`src/rtl/pause_tmr_pkg.sv`:
```
// Shared field positions and types for the pause interval timer.
// Assumes a register word of at least CNT_LSB + counter width bits.
package pause_tmr_pkg;

    localparam int unsigned CTL_MAN_BIT  = 0;
    localparam int unsigned CTL_MC_BIT   = 1;
    localparam int unsigned CTL_DA_BIT   = 2;
    localparam int unsigned CTL_LOAD_BIT = 3;
    localparam int unsigned ST_ACT_BIT   = 8;
    localparam int unsigned ST_RCV_BIT   = 9;
    localparam int unsigned ST_NEG_BIT   = 10;
    localparam int unsigned CNT_LSB      = 16;

    typedef struct packed {
        logic man_en;
        logic mc_en;
        logic da_en;
    } pause_ctl_t;

    typedef enum logic [2:0] {
        EV_IDLE,
        EV_CANCEL,
        EV_FRAME,
        EV_MLOAD,
        EV_TICK
    } pause_ev_e;

endpackage

```
`src/rtl/pause_cfg_regs.sv`:
```
// Control bits of the timer and decode of software writes.
// Produces the guarded-load request and the abort request; does not judge
// whether a load is allowed (the counter does that against its own flags).
module pause_cfg_regs
    import pause_tmr_pkg::*;
#(
    parameter int unsigned REG_W = 32,
    parameter int unsigned CNT_W = 16
) (
    input  logic             clk,
    input  logic             rst_n,
    input  logic             wr_en,
    input  logic             wr_man,
    input  logic             wr_mc,
    input  logic             wr_da,
    input  logic             wr_load,
    input  logic [CNT_W-1:0] wr_cnt,
    output pause_ctl_t       ctl,
    output logic             mload_req,
    output logic [CNT_W-1:0] load_val,
    output logic             cancel_req
);

    localparam int unsigned FIELD_END = CNT_LSB + CNT_W;

    initial begin
        if (FIELD_END > REG_W) $error("count field does not fit the word");
    end

    // Hold the enables written by software.
    always_ff @(posedge clk) begin
        if (!rst_n) begin
            ctl <= '0;
        end else if (wr_en) begin
            ctl.man_en <= wr_man;
            ctl.mc_en  <= wr_mc;
            ctl.da_en  <= wr_da;
        end
    end

    // Decode a manual load and an abort from the current write.
    always_comb begin
        mload_req  = wr_en & wr_load;
        load_val   = wr_cnt;
        cancel_req = wr_en & ctl.man_en & ~wr_man;
    end

endmodule

```
`src/rtl/pause_frame_qual.sv`:
```
// Decides whether a parsed pause frame is taken by the timer.
// Assumes frame parsing and address matching happened upstream.
module pause_frame_qual
    import pause_tmr_pkg::*;
#(
    parameter int unsigned CNT_W = 16
) (
    input  pause_ctl_t       ctl,
    input  logic             neg_en,
    input  logic             vld,
    input  logic             to_mcast,
    input  logic             da_hit,
    input  logic [CNT_W-1:0] quanta,
    output logic             take,
    output logic [CNT_W-1:0] val
);

    logic rx_enabled;
    logic addr_ok;

    // Reception enable is the OR of the manual bit and negotiation.
    always_comb begin
        rx_enabled = ctl.man_en | neg_en;
        addr_ok    = (to_mcast & ctl.mc_en) | (da_hit & ctl.da_en);
        take       = vld & rx_enabled & addr_ok;
        val        = quanta;
    end

endmodule

```
`src/rtl/pause_count_unit.sv`:
```
// Pause interval counter with active and received flags.
// Event priority: abort, frame, guarded manual load, slot tick.
module pause_count_unit
    import pause_tmr_pkg::*;
#(
    parameter int unsigned CNT_W = 16
) (
    input  logic             clk,
    input  logic             rst_n,
    input  logic             slot_tick,
    input  logic             cancel_req,
    input  logic             frm_take,
    input  logic [CNT_W-1:0] frm_val,
    input  logic             mload_req,
    input  logic [CNT_W-1:0] load_val,
    output logic [CNT_W-1:0] cnt,
    output logic             active,
    output logic             rcvd
);

    localparam logic [CNT_W-1:0] ONE = CNT_W'(1);

    pause_ev_e ev;

    // Pick the single event that acts on this edge.
    always_comb begin
        if (cancel_req)                          ev = EV_CANCEL;
        else if (frm_take)                       ev = EV_FRAME;
        else if (mload_req && !active && !rcvd)  ev = EV_MLOAD;
        else if (slot_tick && active)            ev = EV_TICK;
        else                                     ev = EV_IDLE;
    end

    // Update count and flags according to the chosen event.
    always_ff @(posedge clk) begin
        if (!rst_n) begin
            cnt    <= '0;
            active <= 1'b0;
            rcvd   <= 1'b0;
        end else begin
            unique case (ev)
                EV_CANCEL: begin
                    cnt    <= '0;
                    active <= 1'b0;
                    rcvd   <= 1'b0;
                end
                EV_FRAME: begin
                    cnt    <= frm_val;
                    active <= |frm_val;
                    rcvd   <= |frm_val;
                end
                EV_MLOAD: begin
                    cnt    <= load_val;
                    active <= |load_val;
                    rcvd   <= 1'b0;
                end
                EV_TICK: begin
                    cnt <= cnt - ONE;
                    if (cnt == ONE) begin
                        active <= 1'b0;
                        rcvd   <= 1'b0;
                    end
                end
                default: begin
                    cnt <= cnt;
                end
            endcase
        end
    end

endmodule

```
`src/rtl/pause_timer_top.sv`:
```
// Transmit pause interval timer: takes qualified pause frames or manual
// loads, times them in slot ticks and holds off the transmit MAC.
// Assumes slot_tick is a one-cycle pulse in the clk domain.
module pause_timer_top
    import pause_tmr_pkg::*;
#(
    parameter int unsigned REG_W = 32,
    parameter int unsigned CNT_W = 16
) (
    input  logic             clk,
    input  logic             rst_n,
    input  logic             slot_tick,
    input  logic             neg_en,
    input  logic             rx_pause_vld,
    input  logic             rx_pause_to_mcast,
    input  logic             rx_pause_da_hit,
    input  logic [CNT_W-1:0] rx_pause_quanta,
    input  logic             reg_wr_en,
    input  logic [REG_W-1:0] reg_wdata,
    output logic [REG_W-1:0] reg_rdata,
    output logic             tx_hold
);

    pause_ctl_t       ctl;
    logic             mload_req;
    logic [CNT_W-1:0] load_val;
    logic             cancel_req;
    logic             frm_take;
    logic [CNT_W-1:0] frm_val;
    logic [CNT_W-1:0] cnt_q;
    logic             act_q;
    logic             rcv_q;
    logic             unused_wbits;

    assign unused_wbits = ^{reg_wdata[CNT_LSB-1:CTL_LOAD_BIT+1]};

    pause_cfg_regs #(.REG_W(REG_W), .CNT_W(CNT_W)) u_cfg (
        .clk        (clk),
        .rst_n      (rst_n),
        .wr_en      (reg_wr_en),
        .wr_man     (reg_wdata[CTL_MAN_BIT]),
        .wr_mc      (reg_wdata[CTL_MC_BIT]),
        .wr_da      (reg_wdata[CTL_DA_BIT]),
        .wr_load    (reg_wdata[CTL_LOAD_BIT]),
        .wr_cnt     (reg_wdata[CNT_LSB +: CNT_W]),
        .ctl        (ctl),
        .mload_req  (mload_req),
        .load_val   (load_val),
        .cancel_req (cancel_req)
    );

    pause_frame_qual #(.CNT_W(CNT_W)) u_qual (
        .ctl      (ctl),
        .neg_en   (neg_en),
        .vld      (rx_pause_vld),
        .to_mcast (rx_pause_to_mcast),
        .da_hit   (rx_pause_da_hit),
        .quanta   (rx_pause_quanta),
        .take     (frm_take),
        .val      (frm_val)
    );

    pause_count_unit #(.CNT_W(CNT_W)) u_cnt (
        .clk        (clk),
        .rst_n      (rst_n),
        .slot_tick  (slot_tick),
        .cancel_req (cancel_req),
        .frm_take   (frm_take),
        .frm_val    (frm_val),
        .mload_req  (mload_req),
        .load_val   (load_val),
        .cnt        (cnt_q),
        .active     (act_q),
        .rcvd       (rcv_q)
    );

    // Assemble the read word; load bit and spare bits read 0.
    always_comb begin
        reg_rdata                    = '0;
        reg_rdata[CTL_MAN_BIT]       = ctl.man_en;
        reg_rdata[CTL_MC_BIT]        = ctl.mc_en;
        reg_rdata[CTL_DA_BIT]        = ctl.da_en;
        reg_rdata[ST_ACT_BIT]        = act_q;
        reg_rdata[ST_RCV_BIT]        = rcv_q;
        reg_rdata[ST_NEG_BIT]        = neg_en;
        reg_rdata[CNT_LSB +: CNT_W]  = cnt_q;
        tx_hold                      = act_q;
    end

endmodule

```
`config.mk`:
```
export PLATFORM = sky130hd
export DESIGN_NAME = pause_timer_top
export DESIGN_NICKNAME = d
export VERILOG_FILES = /design/src/rtl/pause_tmr_pkg.sv /design/src/rtl/pause_cfg_regs.sv /design/src/rtl/pause_frame_qual.sv /design/src/rtl/pause_count_unit.sv /design/src/rtl/pause_timer_top.sv
export SDC_FILE = /design/constraint.sdc
export NUM_CORES = 1
export LEC_CHECK = 0
export BUFFER_PORTS_ARGS = -buffer_cell sky130_fd_sc_hd__buf_2
export CORE_MARGIN = 2
export CORE_UTILIZATION = 47
export DETAILED_ROUTE_END_ITERATION = 8
export GPL_TIMING_DRIVEN = 0
export PLACE_DENSITY = 0.93
export SLEW_MARGIN = 20
export SYNTH_ARGS = -nofsm -noshare
export SYNTH_HDL_FRONTEND = slang
export SYNTH_SLANG_ARGS = --single-unit
```
`constraint.sdc`:
```
create_clock -name clk -period 4.1 [get_ports clk]
set_input_delay 0.205 -clock clk [delete_from_list [all_inputs] [get_ports clk]]
set_output_delay 0.205 -clock clk [all_outputs]
set_load 0.02 [all_outputs]
```
==> summary.txt, run 1 <==
Timing
  • Pins Over Slew Limit: 0
  • Max frequency: 0.486 GHz
  • Minimum clock period: 2.06 ns
  • Slew @ Worst Pin: 0.558 ns
  • RSZ-0062 raised after global routing: no
  • Final hold vios: 0
  • Final Cycle Share: 0.502
  • Setup Skew: 0.00102 ns
  • Hold Slack: 0.116 ns
  • Setup TNS: 0 ns
  • # setup viols final: 0
  • Max-slew headroom: 0.625

Global route
  • Pin count of the biggest net entering global routing: 13
  • Vias in the first global route: 1,700
  • Initial antenna violation count: 0
  • Grt total ovfl: 0
  • Tot GR Track Use: 0.280
  • Global-route wire length before repair: 7.58 mm

Hold path
  • WHS Path Cells: 3
  • Hold Path End: u_cfg.ctl[1]
  • Min-Delay Startpoint: reg_wdata[1]
  • HP Class: primary input to flip-flop

Logic synthesis
  • Asr flop ratio synth: 0
  • Mapped cell area: 0.00152 mm²
  • Post-synthesis register bit count: 21
  • Share of the synthesized area in the top cell type: 0.276
  • Synth top area cells: dfxtp_1 (28%), buf_4 (6.4%), a21oi_1 (5.6%)
  • Warnings, synthesis: 0
  • Netlist cell types: 55
  • Cells after synthesis: 186
  • Commonest cells post-synth: dfxtp_1 (21), a21oi_1 (17), nor2_1 (17), buf_4 (13), nor4_1 (10)
  • Avg Cell Area, Syn: 8.19 µm²
  • Most frequent cell after synthesis: dfxtp_1
  • Post-synth EDFFs: 0
  • Main synth FF type: dfxtp_1
  • Part of the Yosys area used for sequential elements: 0.276
  • Post-synth top area cell: dfxtp_1

Floorplanning
  • Die height: 60.9 µm
  • Die area: 0.00371 mm²
  • Die W: 60.9 µm
  • Core area: 0.00308 mm²
  • Initial Utilization: 0.495
  • # rows: 20
  • # IOs: 89

Run
  • Max-Cap Viols: 0

Critical path
  • Crit. End Element: flip-flop
  • Crit-path slowest cell: clkbuf_1
  • Top cell family by delay on the critical path: compound AO/OA/AOI/OAI gates
  • Crit Path Max Fanout: 10
  • Cell Chain, Critical Path: a22oi_1 -> o21ai_4 -> nor2_1 -> clkbuf_1 -> o21ai_0 -> a21oi_1
  • FF-to-FF setup slack: 2.04 ns
  • WP buf/inv: 1
  • Max incr delay on CP: 0.42 ns
  • Reg2Reg Launch Point: u_cfg.ctl[1]
  • Reg2reg path depth: 6
  • Worst path required time: 4.36 ns
  • Reg2Reg Capture Point: u_cnt.cnt[6]
  • Startpoint Class: flip-flop
  • Data arrival, critical path: 2.32 ns
  • Critical path class: flip-flop to flip-flop

Clock network
  • CTS max path bufs: 2
  • Setup bufs post-CTS: 0
  • H-tree depth: 1
  • Clk_lat worst skew: 0.32 ns
  • Clk sink count: 21
  • CTS tree: done
  • Clk slew on worst S/H paths: 0.12 ns
  • Number of buffers created by CTS: 3
  • CTS resizes: 0
  • Cts hold-fix bufs: 0
  • Clock root buffer: clkbuf_4

Routing
  • Via Count: 1,850
  • Total routed wirelength: 5.02 mm
  • Initial DRC count: 178
  • Vias per cell: 6.01
  • DRC violations left: 0
  • Average wire per standard cell: 16.3 µm
  • Post-DRT Antenna Nets: 0
  • First-pass detailed-route iteration total: 8

Pwr
  • PwrDens: 418 mW/mm²
  • Leakage: 0.899 nW
  • Max VDD drop: 0.263 mV

Finish
  • Final #Nets: 323
  • Fin area: 0.00196 mm²
  • Post-layout util: 0.638
  • Area Growth Syn to Fin: 29.0%
  • Ant. Diodes: 0
  • Share of layout cells above drive strength 1: 0.367

Place
  • Routability cong.: 0.994
  • Post-place instance area: 0.00194 mm²
  • HPWL Detailed: 3.94 mm
  • Number of I/O port buffers: 65

Status
  • Status: finished, final reports clean
## power by group
part / internal, mW / total, mW / switching [mW]
clock network: 0.0367 / 0.108 / 0.0716
logic: 0.172 / 0.433 / 0.261
registers: 0.235 / 0.279 / 0.0440
total: 0.444 / 0.820 / 0.376
## how the worst max path moves through the flow
stage	start	endpoint	slack (ns)	depth (start not counted)
2_1_floorplan	u_cnt.cnt[0]	u_cnt.cnt[12]	2.27	7
3_3_place_gp	u_cfg.ctl[1]	u_cnt.cnt[8]	2.16	6
3_5_place_dp	u_cfg.ctl[1]	u_cnt.cnt[6]	2.14	6
4_1_cts	u_cfg.ctl[1]	u_cnt.cnt[6]	2.11	6
5_1_grt	u_cfg.ctl[1]	u_cnt.cnt[2]	1.93	6
6_report	u_cfg.ctl[1]	u_cnt.cnt[6]	2.04	6
## cell usage in the layout (no fill, tap or decap), drive strengths merged, types with 2 or more instances in the layout
master,count
clkbuf,8
a32oi,2
xnor2,2
nor3,6
nor2,18
nor2b,2
nor4,12
dfxtp,21
a21oi,17
o41ai,2
a211oi,2
o22ai,2
or3,2
ha,2
or4,3
nand2,9
o21a,2
a22oi,4
nand3,4
conb,10
a222oi,8
nand3b,2
buf,81
nand4,3
o21ai,12
mux2i,3
inv,4
a221oi,2
a31oi,4
## routing by layer
metal  up-vias  track usage  part of all wire
met5         -            0                 0
met4         0        0.127             0.028
met3        21       0.0362              0.11
met2       137        0.453              0.47
met1       828        0.370              0.39
li1        864            -                 -
## stage by stage
step	setup WS (ns)	cells	total power, mW
floorplan	2.27	195	0.579
global placement	2.16	304	0.699
detailed placement	2.14	304	0.703
CTS	2.11	308	0.807
global route	1.93	308	0.864
finish	2.04	308	0.820
## layout make-up
| type | count | area (µm²) |
|---|---|---|
| multi-input combinational | 149 | 991 |
| timing repair buffer | 65 | 325 |
| sequential | 21 | 420 |
| buffer | 21 | 130 |
| inverter | 4 | 15.0 |
| fill | 273 | 1110 |
| clock buffer | 3 | 22.5 |
| clock inverter | 1 | 5.00 |
| tap | 44 | 55.1 |
## state kept, by name, summed over array words and instances, names as in the netlist
name and cells:
u_cfg.ctl 3, u_cnt.active 1, u_cnt.cnt 16, u_cnt.rcvd 1
## worst reg2reg max path, cell delays in order (launching register included)
cell	delay (ns)
dfxtp_1	0.36
a22oi_1	0.37
o21ai_4	0.14
nor2_1	0.38
clkbuf_1	0.42
o21ai_0	0.16
a21oi_1	0.15
## kinds of logic after synthesis
logic type | share of synthesized area
other cells | 0.00246
flops | 0.276
simple gates | 0.274
compound gates | 0.299
xor+xnor | 0.0173
buf+inv | 0.0953
fa+ha+maj | 0.0164
mux | 0.0197
No activity file was read; power rests on OpenSTA's default activity.
==> inputs of run 2 (changes only) <==
--- a/config.mk
+++ b/config.mk
@@ -7,10 +7,10 @@
 export LEC_CHECK = 0
 export BUFFER_PORTS_ARGS = -buffer_cell sky130_fd_sc_hd__buf_2
 export CORE_MARGIN = 2
-export CORE_UTILIZATION = 47
+export CORE_UTILIZATION = 44
 export DETAILED_ROUTE_END_ITERATION = 8
 export GPL_TIMING_DRIVEN = 0
-export PLACE_DENSITY = 0.93
+export PLACE_DENSITY = 0.89
 export SLEW_MARGIN = 20
 export SYNTH_ARGS = -nofsm -noshare
 export SYNTH_HDL_FRONTEND = slang
==> constraint.sdc (replaced) <==
create_clock -name clk -period 2 [get_ports clk]
set_input_delay 0.1 -clock clk [delete_from_list [all_inputs] [get_ports clk]]
set_output_delay 0.1 -clock clk [all_outputs]
set_load 0.02 [all_outputs]
==> summary.txt, run 2 (synthesis gave the netlist of run 1 again) <==
Finish
  • Most frequent cells in the layout: buf_2 (67), dfxtp_1 (21), a21oi_1 (17), nor2_1 (16), buf_4 (13)
  • Final #Nets: 323 (unchanged)
  • Share of layout cells above drive strength 1: 0.386 (+0.0189)
  • Biggest register: u_cnt.cnt
  • Ant. Diodes: 0 (unchanged)
  • Commonest non-fill, non-tap cell in the layout: buf_2
  • Largest register FFs: 16 (unchanged)
  • Largest registers: u_cnt.cnt: 16 flops, u_cfg.ctl: 3 flops
  • Area Growth Syn to Fin: 30.4%
  • Fillers: 301 (+10%)

Timing
  • Pins Over Slew Limit: 0 (unchanged)
  • RSZ-0062 raised after global routing: no
  • Final hold vios: 0 (unchanged)
  • Minimum clock period: 1.85 ns (-0.208 ns)
  • Max frequency: 0.540 GHz (+11%)
  • Setup TNS: 0 ns (unchanged)
  • # setup viols final: 0 (unchanged)
  • Final Cycle Share: 0.925 (+0.423)
  • Max-slew headroom: 0.635 (+0.0105)
  • Slew @ Worst Pin: 0.542 ns (-0.0156 ns)
  • Setup Skew: 0.00225 ns (+0.00123 ns)

Global route
  • Grt total ovfl: 0 (unchanged)
  • Global-route wire length before repair: 7.58 mm (unchanged)
  • Pin count of the biggest net entering global routing: 12 (-1)
  • Initial antenna violation count: 0 (unchanged)
  • Vias in the first global route: 1,590 (-6.5%)
  • Tot GR Track Use: 0.240 (-0.0397)

Routing
  • DRC violations left: 0 (unchanged)
  • Initial DRC count: 218 (+22%)
  • Met3 WL: 495 µm (-12%)
  • First-pass detailed-route iteration total: 6 (-2)
  • Via Count: 1,831 (-1.0%)
  • Top layer reached by signal wires: met4
  • Vias per cell: 5.91 (-1.7%)
  • Average wire per standard cell: 15.6 µm (-4.3%)
  • Wl on met1: 1.95 mm (-0.41%)
  • Post-DRT Antenna Nets: 0 (unchanged)
  • Total routed wirelength: 4.84 mm (-3.7%)
  • Met2 WL post-DR: 2.32 mm (-1.8%)

Floorplanning
  • Die area: 0.00395 mm² (+6.4%)
  • Die W: 62.8 µm (+3.1%)
  • # IOs: 89 (unchanged)
  • Initial Utilization: 0.456 (-0.0384)
  • # rows: 21 (+5.0%)
  • Core area: 0.00334 mm² (+8.4%)
  • Die height: 62.8 µm (+3.1%)

Critical path
  • Reg2reg path depth: 6 (unchanged)
  • Crit. End Element: flip-flop
  • Data arrival, critical path: 2.11 ns (-0.21 ns)
  • Critical path class: flip-flop to flip-flop
  • Reg2Reg Capture Point: u_cnt.cnt[2]
  • Startpoint Class: flip-flop
  • Reg2Reg Launch Point: u_cfg.ctl[1]
  • FF-to-FF setup slack: 0.15 ns (-1.89 ns)
  • Crit Path Max Fanout: 10 (unchanged)
  • Worst path required time: 2.26 ns (-2.10 ns)

Clock network
  • Clk slew on worst S/H paths: 0.12 ns (about the same)
  • Clk sink count: 21 (unchanged)
  • CTS tree: done
  • H-tree depth: 1 (unchanged)
  • Setup bufs post-CTS: 0 (unchanged)
  • Number of buffers created by CTS: 3 (unchanged)
  • CTS max path bufs: 2 (unchanged)
  • Cts hold-fix bufs: 0 (unchanged)
  • Clk_lat worst skew: 0.32 ns (about the same)
  • Clock root buffer: clkbuf_4

Status
  • Status: finished, final reports clean

Pwr
  • PwrDens: 853 mW/mm² (+100%)
  • Max VDD drop: 0.451 mV (+72%)
  • Power Total: 1.69 mW (+110%)
  • Leakage: 0.906 nW (+0.78%)

Place
  • Number of I/O port buffers: 65 (unchanged)
  • HPWL Detailed: 3.82 mm (-3.1%)
  • Routability cong.: 0.944 (-5.0%)

Hold path
  • HP Class: primary input to flip-flop
  • WHS Path Cells: 3 (unchanged)
  • Min-Delay Startpoint: reg_wdata[1]
  • Hold Path End: u_cfg.ctl[1]

Run
  • Max-Cap Viols: 0 (unchanged)
[run 2: per-layer routing]
metal,vias up,global-route usage
met3,13,0.0288
met5,-,0
met1,835,0.316
met4,0,0.0833
met2,118,0.403
li1,865,-
[run 2: through the flow]
stage | cell area [µm²] | util | hold WS [ns] | worst slack, ns | std cells
2_1_floorplan | 1560 | - | 0.236 | 0.175 | 195
3_3_place_gp | 1940 | 0.581 | 0.344 | 0.0356 | 306
3_5_place_dp | 1940 | 0.581 | 0.345 | 0.0334 | 306
4_1_cts | 1970 | 0.589 | 0.0160 | 0.0168 | 310
5_1_grt | 1990 | 0.595 | 0.0279 | 0.0170 | 310
6_report | 1990 | 0.595 | 0.00773 | 0.149 | 310
[run 2: power breakdown]
group | internal, mW | total (mW) | switching, mW
Clock | 0.0782 | 0.221 | 0.142
Combinational | 0.372 | 0.904 | 0.532
Sequential | 0.482 | 0.570 | 0.0883
Total | 0.932 | 1.69 | 0.763
[run 2: worst max-delay path by stage]
stage / start / depth (start not counted) / endpoint
after global routing: u_cfg.ctl[1] / 6 / u_cnt.cnt[12]
after global placement: u_cfg.ctl[1] / 6 / u_cnt.cnt[2]
after detailed placement: u_cnt.cnt[0] / 7 / u_cnt.cnt[12]
final: u_cfg.ctl[1] / 6 / u_cnt.cnt[2]
after floorplan: u_cnt.cnt[0] / 7 / u_cnt.cnt[12]
after CTS: u_cfg.ctl[1] / 6 / u_cnt.cnt[4]
[run 2: cell type report]
class,instances,area [µm²],area share
clock buffer,4,26.3,0.0132
timing repair buffer,65,325,0.164
multi-input combinational,149,1010,0.507
inverter,4,15.0,0.00756
tap,46,57.6,0.0290
sequential,21,420,0.212
buffer,21,134,0.0674
[run 2: critical path: stages (launching register included)]
cell and delay [ns]:
dfxtp_1 0.35, a22oi_1 0.36, o21ai_4 0.15, nor2_2 0.31
buf_2 0.33, a222oi_1 0.12, a21oi_1 0.17
[run 2: repair_timing]
| action | 4_1_cts | 5_1_grt |
|---|---|---|
| gates resized for setup | 0 | 10 |
| hold endpoints to repair | 0 | 0 |
| setup endpoints to repair | 0 | 15 |
